File: src/rtl/intr_seq_pkg.sv
package intr_seq_pkg;
    localparam int DW          = 8;
    localparam int AW          = 16;
    localparam int WW          = 2 * DW;
    localparam int FRAME_BYTES = 9;
    localparam int CNT_W       = $clog2(FRAME_BYTES);
    localparam int I_BIT       = 4;

    localparam logic [AW-1:0]    VEC_IRQ  = 16'hFFF2;
    localparam logic [AW-1:0]    VEC_NMI  = 16'hFFF4;
    localparam logic [AW-1:0]    VEC_RST  = 16'hFFFE;
    localparam logic [CNT_W-1:0] LAST_IDX = CNT_W'(FRAME_BYTES - 1);

    typedef enum logic [2:0] {
        ST_RV_HI,
        ST_RV_LO,
        ST_IDLE,
        ST_PUSH,
        ST_VEC_HI,
        ST_VEC_LO,
        ST_POP
    } seq_st_e;

    typedef struct packed {
        seq_st_e          st;
        logic [CNT_W-1:0] cnt;
        logic [AW-1:0]    sp;
        logic [WW-1:0]    pc;
        logic [DW-1:0]    cc;
        logic [DW-1:0]    a;
        logic [DW-1:0]    b;
        logic [WW-1:0]    x;
        logic [WW-1:0]    y;
        logic             use_nmi;
        logic             took;
        logic             done;
    } seq_regs_t;
endpackage

File: src/rtl/intr_seq_arb.sv
module intr_seq_arb (
    input  logic irq_n_i,
    input  logic nmi_n_i,
    input  logic mask_i,
    output logic take_o,
    output logic nmi_o
);
    // Non-maskable source has priority and ignores the mask bit.
    always_comb begin
        nmi_o  = ~nmi_n_i;
        take_o = ~nmi_n_i | (~irq_n_i & ~mask_i);
    end
endmodule

File: src/rtl/intr_seq_pushmux.sv
module intr_seq_pushmux
    import intr_seq_pkg::*;
(
    input  logic [CNT_W-1:0] idx_i,
    input  logic [WW-1:0]    pc_i,
    input  logic [DW-1:0]    cc_i,
    input  logic [DW-1:0]    a_i,
    input  logic [DW-1:0]    b_i,
    input  logic [WW-1:0]    x_i,
    input  logic [WW-1:0]    y_i,
    output logic [DW-1:0]    byte_o
);
    // Push order: PC, CC, A, B, X, Y; words low byte first.
    always_comb begin
        case (idx_i)
            CNT_W'(0): byte_o = pc_i[DW-1:0];
            CNT_W'(1): byte_o = pc_i[WW-1:DW];
            CNT_W'(2): byte_o = cc_i;
            CNT_W'(3): byte_o = a_i;
            CNT_W'(4): byte_o = b_i;
            CNT_W'(5): byte_o = x_i[DW-1:0];
            CNT_W'(6): byte_o = x_i[WW-1:DW];
            CNT_W'(7): byte_o = y_i[DW-1:0];
            default:   byte_o = y_i[WW-1:DW];
        endcase
    end
endmodule

File: src/rtl/intr_seq.sv
module intr_seq
    import intr_seq_pkg::*;
(
    input  logic          clk,
    input  logic          rst_n,
    input  logic          step_i,
    input  logic          ret_i,
    input  logic          irq_n_i,
    input  logic          nmi_n_i,
    input  logic [15:0]   pc_i,
    input  logic [7:0]    cc_i,
    input  logic [7:0]    a_i,
    input  logic [7:0]    b_i,
    input  logic [15:0]   x_i,
    input  logic [15:0]   y_i,
    input  logic [15:0]   sp_i,
    output logic [15:0]   mem_addr_o,
    output logic          mem_we_o,
    output logic          mem_re_o,
    output logic [7:0]    mem_wdata_o,
    input  logic [7:0]    mem_rdata_i,
    output logic          busy_o,
    output logic          done_o,
    output logic          entered_o,
    output logic [15:0]   pc_o,
    output logic [7:0]    cc_o,
    output logic [7:0]    a_o,
    output logic [7:0]    b_o,
    output logic [15:0]   x_o,
    output logic [15:0]   y_o,
    output logic [15:0]   sp_o
);
    seq_regs_t r_q, r_d;
    logic take, pick_nmi;
    logic [DW-1:0] push_byte;
    logic [AW-1:0] vec_base;

    intr_seq_arb u_arb (
        .irq_n_i (irq_n_i),
        .nmi_n_i (nmi_n_i),
        .mask_i  (cc_i[I_BIT]),
        .take_o  (take),
        .nmi_o   (pick_nmi)
    );

    intr_seq_pushmux u_pmux (
        .idx_i  (r_q.cnt),
        .pc_i   (r_q.pc),
        .cc_i   (r_q.cc),
        .a_i    (r_q.a),
        .b_i    (r_q.b),
        .x_i    (r_q.x),
        .y_i    (r_q.y),
        .byte_o (push_byte)
    );

    assign vec_base = r_q.use_nmi ? VEC_NMI : VEC_IRQ;

    always_comb begin
        r_d         = r_q;
        r_d.done    = 1'b0;
        mem_addr_o  = r_q.sp;
        mem_we_o    = 1'b0;
        mem_re_o    = 1'b0;
        mem_wdata_o = push_byte;
        case (r_q.st)
            ST_RV_HI: begin
                mem_re_o           = 1'b1;
                mem_addr_o         = VEC_RST;
                r_d.pc[WW-1:DW]    = mem_rdata_i;
                r_d.st             = ST_RV_LO;
            end
            ST_RV_LO: begin
                mem_re_o           = 1'b1;
                mem_addr_o         = VEC_RST + AW'(1);
                r_d.pc[DW-1:0]     = mem_rdata_i;
                r_d.took           = 1'b0;
                r_d.done           = 1'b1;
                r_d.st             = ST_IDLE;
            end
            ST_IDLE: begin
                if (ret_i || step_i) begin
                    r_d.pc      = pc_i;
                    r_d.cc      = cc_i;
                    r_d.a       = a_i;
                    r_d.b       = b_i;
                    r_d.x       = x_i;
                    r_d.y       = y_i;
                    r_d.sp      = sp_i;
                    r_d.cnt     = '0;
                    r_d.took    = 1'b0;
                    r_d.use_nmi = pick_nmi;
                    if (ret_i) begin
                        r_d.st = ST_POP;
                    end else if (take) begin
                        r_d.st = ST_PUSH;
                    end else begin
                        r_d.done = 1'b1;
                    end
                end
            end
            ST_PUSH: begin
                mem_we_o = 1'b1;
                r_d.sp   = r_q.sp - AW'(1);
                r_d.cnt  = r_q.cnt + CNT_W'(1);
                if (r_q.cnt == LAST_IDX) begin
                    r_d.cc[I_BIT] = 1'b1;
                    r_d.st        = ST_VEC_HI;
                end
            end
            ST_VEC_HI: begin
                mem_re_o        = 1'b1;
                mem_addr_o      = vec_base;
                r_d.pc[WW-1:DW] = mem_rdata_i;
                r_d.st          = ST_VEC_LO;
            end
            ST_VEC_LO: begin
                mem_re_o        = 1'b1;
                mem_addr_o      = vec_base + AW'(1);
                r_d.pc[DW-1:0]  = mem_rdata_i;
                r_d.took        = 1'b1;
                r_d.done        = 1'b1;
                r_d.st          = ST_IDLE;
            end
            ST_POP: begin
                mem_re_o   = 1'b1;
                mem_addr_o = r_q.sp + AW'(1);
                r_d.sp     = r_q.sp + AW'(1);
                r_d.cnt    = r_q.cnt + CNT_W'(1);
                case (r_q.cnt)
                    CNT_W'(0): r_d.y[WW-1:DW]  = mem_rdata_i;
                    CNT_W'(1): r_d.y[DW-1:0]   = mem_rdata_i;
                    CNT_W'(2): r_d.x[WW-1:DW]  = mem_rdata_i;
                    CNT_W'(3): r_d.x[DW-1:0]   = mem_rdata_i;
                    CNT_W'(4): r_d.b           = mem_rdata_i;
                    CNT_W'(5): r_d.a           = mem_rdata_i;
                    CNT_W'(6): r_d.cc          = mem_rdata_i;
                    CNT_W'(7): r_d.pc[WW-1:DW] = mem_rdata_i;
                    default:   r_d.pc[DW-1:0]  = mem_rdata_i;
                endcase
                if (r_q.cnt == LAST_IDX) begin
                    r_d.done = 1'b1;
                    r_d.st   = ST_IDLE;
                end
            end
            default: r_d.st = ST_IDLE;
        endcase
    end

    always_ff @(posedge clk) begin
        if (!rst_n) begin
            r_q    <= '0;
            r_q.st <= ST_RV_HI;
        end else begin
            r_q <= r_d;
        end
    end

    assign busy_o    = (r_q.st != ST_IDLE);
    assign done_o    = r_q.done;
    assign entered_o = r_q.took;
    assign pc_o      = r_q.pc;
    assign cc_o      = r_q.cc;
    assign a_o       = r_q.a;
    assign b_o       = r_q.b;
    assign x_o       = r_q.x;
    assign y_o       = r_q.y;
    assign sp_o      = r_q.sp;

    // completion strobe lasts a single cycle
    assert_done_pulse_R8: assert property (@(posedge clk) disable iff (!rst_n)
        done_o |=> !done_o);

    // a completed entry always hands back the mask bit set
    assert_entry_mask_R6: assert property (@(posedge clk) disable iff (!rst_n)
        (done_o && entered_o) |-> cc_o[I_BIT]);

    // masked maskable request alone never starts a push
    assert_mask_honoured_R3: assert property (@(posedge clk) disable iff (!rst_n)
        (!busy_o && step_i && !ret_i && nmi_n_i && cc_i[I_BIT]) |=> (r_q.st != ST_PUSH));

    // active non-maskable line selects its own vector
    assert_nmi_first_R4: assert property (@(posedge clk) disable iff (!rst_n)
        (!busy_o && step_i && !ret_i && !nmi_n_i) |=> (r_q.st == ST_PUSH && r_q.use_nmi));

    // port never reads and writes together; writes only inside a sequence
    assert_port_excl_R10: assert property (@(posedge clk) disable iff (!rst_n)
        !(mem_we_o && mem_re_o));

    // stack writes happen only while the block is busy
    assert_write_busy_R5: assert property (@(posedge clk) disable iff (!rst_n)
        mem_we_o |-> busy_o);
endmodule

File: config.mk
export PLATFORM = sky130hd
export DESIGN_NAME = intr_seq
export DESIGN_NICKNAME = d
export VERILOG_FILES = /design/src/rtl/intr_seq_pkg.sv /design/src/rtl/intr_seq_arb.sv /design/src/rtl/intr_seq_pushmux.sv /design/src/rtl/intr_seq.sv
export SDC_FILE = /design/constraint.sdc
export NUM_CORES = 1
export LEC_CHECK = 0
export ABC_AREA = 0
export BUFFER_PORTS_ARGS = -buffer_cell sky130_fd_sc_hd__buf_4
export CAP_MARGIN = 20
export CORE_AREA = 2 2 121 123
export CTS_BUF_LIST = sky130_fd_sc_hd__clkbuf_4 sky130_fd_sc_hd__clkbuf_8
export DETAILED_ROUTE_END_ITERATION = 7
export DIE_AREA = 0 0 123 125
export PLACE_DENSITY = 0.78
export SLEW_MARGIN = 5
export SYNTH_ARGS = -nofsm -noshare
export SYNTH_HDL_FRONTEND = slang
export SYNTH_SLANG_ARGS = --single-unit
File: constraint.sdc
create_clock -name clk -period 2.2 [get_ports clk]
set_clock_uncertainty 0.1 [all_clocks]
set_input_delay 0.44 -clock clk [delete_from_list [all_inputs] [get_ports clk]]
set_output_delay 0.44 -clock clk [all_outputs]
set_load 0.01 [all_outputs]
==> flow_metrics.py, run 1 <==
metrics = {
    "logic_synthesis": {
        "avgSynthCellArea_sq_um": 7.44,
        "synth_top_cell_by_area": "dfxtp_1",
        "ys_ff_latch": 98,
        "synth_top_area_share_pct": 29.5,
        "seq_area_frac_synth_pct": 29.5,
        "ys_types": 70,
        "syn_inst": 893,
        "ys.flop_type": "dfxtp_1",
        "syn_area_sq_um": 6650,
        "synth_edf_count": 0,
        "async_reset_ff_share_pct": 0,
        "syn_nets": 1001,
        "yosys-top-cells-area": "dfxtp_1 (30%), buf_4 (11%), a21oi_1 (8.7%)",
        "ys_warn_count": 0,
    },
    "final_layout": {
        "drive_gt1_share_pct": 39.1,
        "antenna_cells": 0,
        "fin_cells": 1242,
        "layout_commonest_cell": "buf_4",
        "mostFrequentLayoutCells": "buf_4 (288), a21oi_1 (113), nor2_1 (87)",
        "regArea_sq_um": 2000,
        "multi_input_area_sq_um": 3880,
        "nets": 1162,
        "final_core_util_pct": 62.6,
        "fillers": 1207,
        "syn_to_final_growth_pct": 33.7,
    },
    "power_and_ir_drop": {
        "seqPwrFrac_pct": 35.7,
        "power_density_nw_per_um2": 760,
        "ir_drop_uv": 387,
        "p_switching_uw": 2680,
        "p_leak_uw": 0.00375,
        "switching_share_pct": 39.7,
        "fin_total_pwr_uw": 6750,
        "clockPowerShare_pct": 17.0,
        "p_comb_share_pct": 47.3,
        "intPower_uw": 4070,
    },
    "worst_setup_path": {
        "cp-start-kind": "flip-flop",
        "rr_worst_depth": 9,
        "path_max_fanout": 8,
        "worstPathArrival_ns": 2.13,
        "regToRegStartpoint": "sp_o[0]",
        "rr_endpoint": "sp_o[12]",
        "critical_path_class": "flip-flop to output port",
        "rrSetupSlack_ns": 0.04,
        "end_kind": "output port",
        "cp_data_required_time_ns": 1.66,
    },
    "clock_network": {
        "clockBufferDepth": 2,
        "numCtsBuffers": 9,
        "cts_tree": "built",
        "cts_root_buf": "clkbuf_8",
        "hold_buffers": 0,
        "insertion_delay_ns": 0.38,
        "clkTransAtPathRegs_ns": 0.09,
        "htree_levels": 3,
        "clock_sinks": 98,
    },
    "drt": {
        "vias": 7587,
        "ant_nets": 0,
        "vias_per_cell": 6.11,
        "wl_mm": 24.5,
        "firstDrtPassIters": 7,
        "wl_per_cell_um": 19.7,
        "drt-initial-drc-count": 1246,
        "drc": 0,
    },
    "worst_hold_path": {
        "min_to": "r_q[2]",
        "min_from": "nmi_n_i",
        "hold_class": "input pin to flip-flop",
        "min_path_cells": 2,
    },
    "placement": {
        "dpl.hpwl_mm": 17.7,
        "place_inst": 1204,
        "place_congestion": 0.973,
        "dpl_worst_slack_ns": -0.186,
        "numPortBuffers": 218,
    },
    "floorplan": {
        "initial_core_util_pct": 46.8,
        "rows": 44,
        "core-area_sq_um": 14200,
        "dieArea_sq_um": 15400,
        "fp.dieH_um": 125,
        "die_w_um": 123,
        "io_pins": 219,
    },
    "sta": {
        "grt_setup_unrepaired": "yes",
        "fin_crit_sh_pct": 121,
        "maxSlewViolCount": 0,
        "setup-violations-final": 18,
        "worst_slack_ns": -0.467,
        "clock.fmax_ghz": 0.375,
        "tightestPinTransition_ns": 0.533,
        "max_slew_margin_pct": 64.4,
        "finalCriticalPeriod_ns": 2.67,
        "holdWs_ns": 0.147,
        "finalHoldViolations": 0,
    },
    "flow_run": {
        "drv_cap": 0,
    },
    "global_routing": {
        "grt_max_degree": 56,
        "track_usage_pct": 30.6,
        "grt_pass1_wl_mm": 37.0,
        "gr-total-overflow": 0,
        "grt_pass1_vias": 6863,
        "antenna_found_initial": 0,
    },
    "run_status": {
        "failed_checks": "setup timing",
        "outcome": "complete, but fails checks",
    },
}
flip-flops by register name, indices dropped and copies added, names as in the netlist:
signal,count
cc_o,8
entered_o,1
done_o,1
a_o,8
b_o,8
r_q,8
sp_o,16
pc_o,16
y_o,16
x_o,16
worst max-delay path, stage by stage, from the launching register on:
cell      delay, ns
dfxtp_2        0.35
buf_6          0.13
ha_4           0.17
buf_6          0.13
a222oi_1       0.31
o22ai_1        0.22
a211o_1        0.30
buf_6          0.13
layout make-up:
cell class | instances | area share, %
tap | 184 | 2.59
inverter | 11 | 0.591
multi-input combinational | 615 | 43.7
timing repair buffer | 319 | 28.7
clock inverter | 3 | 0.282
clock buffer | 12 | 1.72
sequential | 98 | 22.5
cells by family (layout without fill, tap and decap cells):
kind of cell,count (synthesis),after routing,share of synthesized area (%)
xor gates and xnor gates,22,22,2.90
AOI/OAI and AO/OA,307,307,29.6
and+or+nand+nor,277,277,20.2
adders and majority gates,6,6,1.13
DFF,98,98,29.5
buffers and inverters,180,345,16.1
muxes,3,3,0.452
per-layer routing:
metal / GRT usage [%] / vias to the layer above / share of wire [%]
met5: 0 / - / 0
met4: 12.4 / 0 / 3.6
met3: 5.89 / 77 / 11
met2: 47.2 / 525 / 45
met1: 42.0 / 3535 / 41
li1: - / 3450 / -
repair_timing:
item	CTS	global route
setup endpoints to repair	25	37
cloned	0	0
pin swaps	30	35
setup buffers	18	7
resized for setup	82	35
worst max path at each step:
stage                       start             end  slack, ns  cells past startpoint
after floorplan           r_q[91]  mem_wdata_o[7]       0.04                      8
after global placement    r_q[91]  mem_wdata_o[1]      -0.15                      6
after detailed placement  r_q[91]  mem_wdata_o[1]      -0.19                      6
after CTS                 r_q[91]  mem_wdata_o[3]      -0.46                      7
after global routing      r_q[92]  mem_wdata_o[3]      -0.51                      7
final                     r_q[92]  mem_wdata_o[6]      -0.47                      7
cells in the mapped netlist (all sizes together) (3+ instances only):
| cell | count |
|---|---|
| nor2b | 8 |
| a211oi | 43 |
| mux2i | 3 |
| nor4 | 3 |
| xor2 | 7 |
| o22ai | 10 |
| nand2b | 7 |
| nor3 | 16 |
| a222oi | 6 |
| a211o | 3 |
| xnor2 | 15 |
| nand2 | 72 |
| nand4 | 6 |
| nor2 | 89 |
| a311oi | 11 |
| and4 | 5 |
| a21oi | 117 |
| inv | 11 |
| and3 | 3 |
| nand3 | 41 |
| a22oi | 17 |
| a221o | 4 |
| buf | 126 |
| clkbuf | 43 |
| and3b | 3 |
| a31oi | 5 |
| o211ai | 5 |
| or2 | 3 |
| o21ai | 55 |
| a21o | 6 |
| dfxtp | 98 |
| ha | 6 |
| o21a | 3 |
| a221oi | 8 |
| and2 | 11 |
through the flow:
stage | setup TNS [ns] | area, sq um
floorplan | 0 | 6650
CTS | -3.97 | 8710
global placement | -0.653 | 8120
global route | -5.48 | 8880
finish | -3.94 | 8880
detailed placement | -0.957 | 8120
power groups by stage:
stage | Sequential [uW] | Combinational, uW | Clock [uW]
after CTS | 2400 | 3030 | 1150
after floorplan | 2260 | 2000 | 0
final | 2410 | 3200 | 1150
after global routing | 2440 | 3440 | 1220
after detailed placement | 2420 | 2880 | 0
after global placement | 2440 | 2820 | 0
No activity file was read; power rests on OpenSTA's default activity.
==> inputs of run 2 (changes only) <==
--- a/config.mk
+++ b/config.mk
@@ -8,10 +8,10 @@
 export ABC_AREA = 0
 export BUFFER_PORTS_ARGS = -buffer_cell sky130_fd_sc_hd__buf_4
 export CAP_MARGIN = 20
-export CORE_AREA = 2 2 121 123
+export CORE_AREA = 2 2 135 111
 export CTS_BUF_LIST = sky130_fd_sc_hd__clkbuf_4 sky130_fd_sc_hd__clkbuf_8
 export DETAILED_ROUTE_END_ITERATION = 7
-export DIE_AREA = 0 0 123 125
+export DIE_AREA = 0 0 137 113
 export PLACE_DENSITY = 0.78
 export SLEW_MARGIN = 5
 export SYNTH_ARGS = -nofsm -noshare
==> run 2 against run 1 <==
Compared with the run above:
- the flow still finishes with violations (setup timing)
- setup slack better by 0.074 ns
- via count shrank 1.6%
- cell area is 0.42% higher
- utilization up 0.94 points
- sequential power barely moved
- critical path depth stayed put
- maximum frequency increased by 2.8%
- largest cell class unchanged
- largest power group unchanged
==> flow_metrics.py, run 2 (synthesis results as in run 1) <==
metrics = {
    "final_layout": {
        "antenna_cells": 0,
        "syn_to_final_growth_pct": 34.3,
        "mostFrequentLayoutCells": "buf_4 (285), a21oi_1 (113), nor2_1 (86)",
        "drive_gt1_share_pct": 39.7,
        "layout_commonest_cell": "buf_4",
        "nets": 1160,
        "final_core_util_pct": 63.5,
    },
    "worst_setup_path": {
        "worstPathArrival_ns": 2.05,
        "path_max_fanout": 9,
        "cp_data_required_time_ns": 1.66,
        "critical_path_class": "flip-flop to output port",
        "cp-start-kind": "flip-flop",
        "end_kind": "output port",
    },
    "global_routing": {
        "antenna_found_initial": 0,
        "gr-total-overflow": 0,
        "grt_pass1_vias": 6692,
        "track_usage_pct": 31.2,
        "grt_pass1_wl_mm": 37.5,
        "grt_max_degree": 58,
    },
    "drt": {
        "vias_per_cell": 6.01,
        "wl_per_cell_um": 20.1,
        "firstDrtPassIters": 6,
        "ant_nets": 0,
        "drc": 0,
        "vias": 7464,
        "drt-initial-drc-count": 948,
        "wl_mm": 24.9,
    },
    "power_and_ir_drop": {
        "power_density_nw_per_um2": 780,
        "ir_drop_uv": 505,
        "p_leak_uw": 0.00379,
        "fin_total_pwr_uw": 6960,
    },
    "sta": {
        "finalCriticalPeriod_ns": 2.59,
        "maxSlewViolCount": 0,
        "fin_crit_sh_pct": 118,
        "max_slew_margin_pct": 67.2,
        "grt_setup_unrepaired": "yes",
        "fin_tns_setup_ns": -3.64,
        "clock.fmax_ghz": 0.386,
        "finalHoldViolations": 0,
        "worst_slack_ns": -0.393,
        "setup-violations-final": 20,
        "tightestPinTransition_ns": 0.492,
    },
    "placement": {
        "place_congestion": 1.00,
        "dpl.hpwl_mm": 18.4,
        "dpl_worst_slack_ns": -0.0933,
        "numPortBuffers": 218,
    },
    "clock_network": {
        "cts_root_buf": "clkbuf_8",
        "hold_buffers": 0,
        "htree_levels": 3,
        "insertion_delay_ns": 0.38,
        "clkTransAtPathRegs_ns": 0.11,
        "cts_tree": "built",
        "clockBufferDepth": 2,
        "clock_sinks": 98,
        "numCtsBuffers": 9,
    },
    "floorplan": {
        "initial_core_util_pct": 47.3,
        "die_w_um": 137,
        "fp.dieH_um": 113,
        "io_pins": 219,
        "core-area_sq_um": 14100,
        "dieArea_sq_um": 15500,
        "rows": 39,
    },
    "worst_hold_path": {
        "hold_class": "input pin to flip-flop",
    },
    "run_status": {
        "outcome": "complete, but fails checks",
        "failed_checks": "setup timing",
    },
    "flow_run": {
        "drv_cap": 0,
    },
}
## run 2: metal layers
layer / global-route usage (%) / vias to the layer above / wire length, um
li1: - / 3446 / -
met1: 45.3 / 3485 / 10700
met2: 45.8 / 468 / 10700
met3: 7.44 / 65 / 2800
met4: 9.14 / 0 / 655
met5: 0 / - / 0
## run 2: where the power goes
part           total [uW]  leakage (uW)  internal (uW)  switching [uW]
registers            2430      0.000810           2060             362
clock network        1360      0.000114            691             671
logic                3170       0.00287           1530            1640
total                6960       0.00379           4290            2670
## run 2: what timing repair did
item,4_1_cts,5_1_grt
setup buffers,15,8
endpoints found under the setup margin,25,33
pin swaps,35,19
cloned,0,0
resized for setup,93,30
## run 2: stage by stage
| stage | cells | instance area [sq um] | hold WS (ns) |
|---|---|---|---|
| after detailed placement | 1205 | 8130 | 0.412 |
| after CTS | 1236 | 8790 | 0.124 |
| after global routing | 1241 | 8920 | 0.129 |
| after floorplan | 893 | 6650 | 0.378 |
| after global placement | 1205 | 8130 | 0.407 |
| final | 1241 | 8920 | 0.141 |
## run 2: final timing paths
kind | from | to | slack (ns) | depth (start not counted)
hold reg to reg | r_q[2] | r_q[2] | 0.43 | 2
setup / recovery | r_q[92] | mem_wdata_o[5] | -0.39 | 7
hold / removal | nmi_n_i | r_q[2] | 0.14 | 2
setup reg to reg | sp_o[1] | sp_o[12] | 0 | 9
## run 2: layout make-up
type                       count  area [sq um]
clock buffer                  11           145
sequential                    98          1990
fill                        1229          5130
clock inverter                 5          85.1
tap                          184           230
multi-input combinational    615          3880
inverter                      11          48.8
timing repair buffer         317          2540
## run 2: worst max-delay path: stages, from the launching register on
cell	delay [ns]
dfxtp_4	0.38
buf_6	0.12
ha_4	0.19
buf_6	0.14
a222oi_1	0.36
nand3_1	0.11
a22o_1	0.24
buf_6	0.13
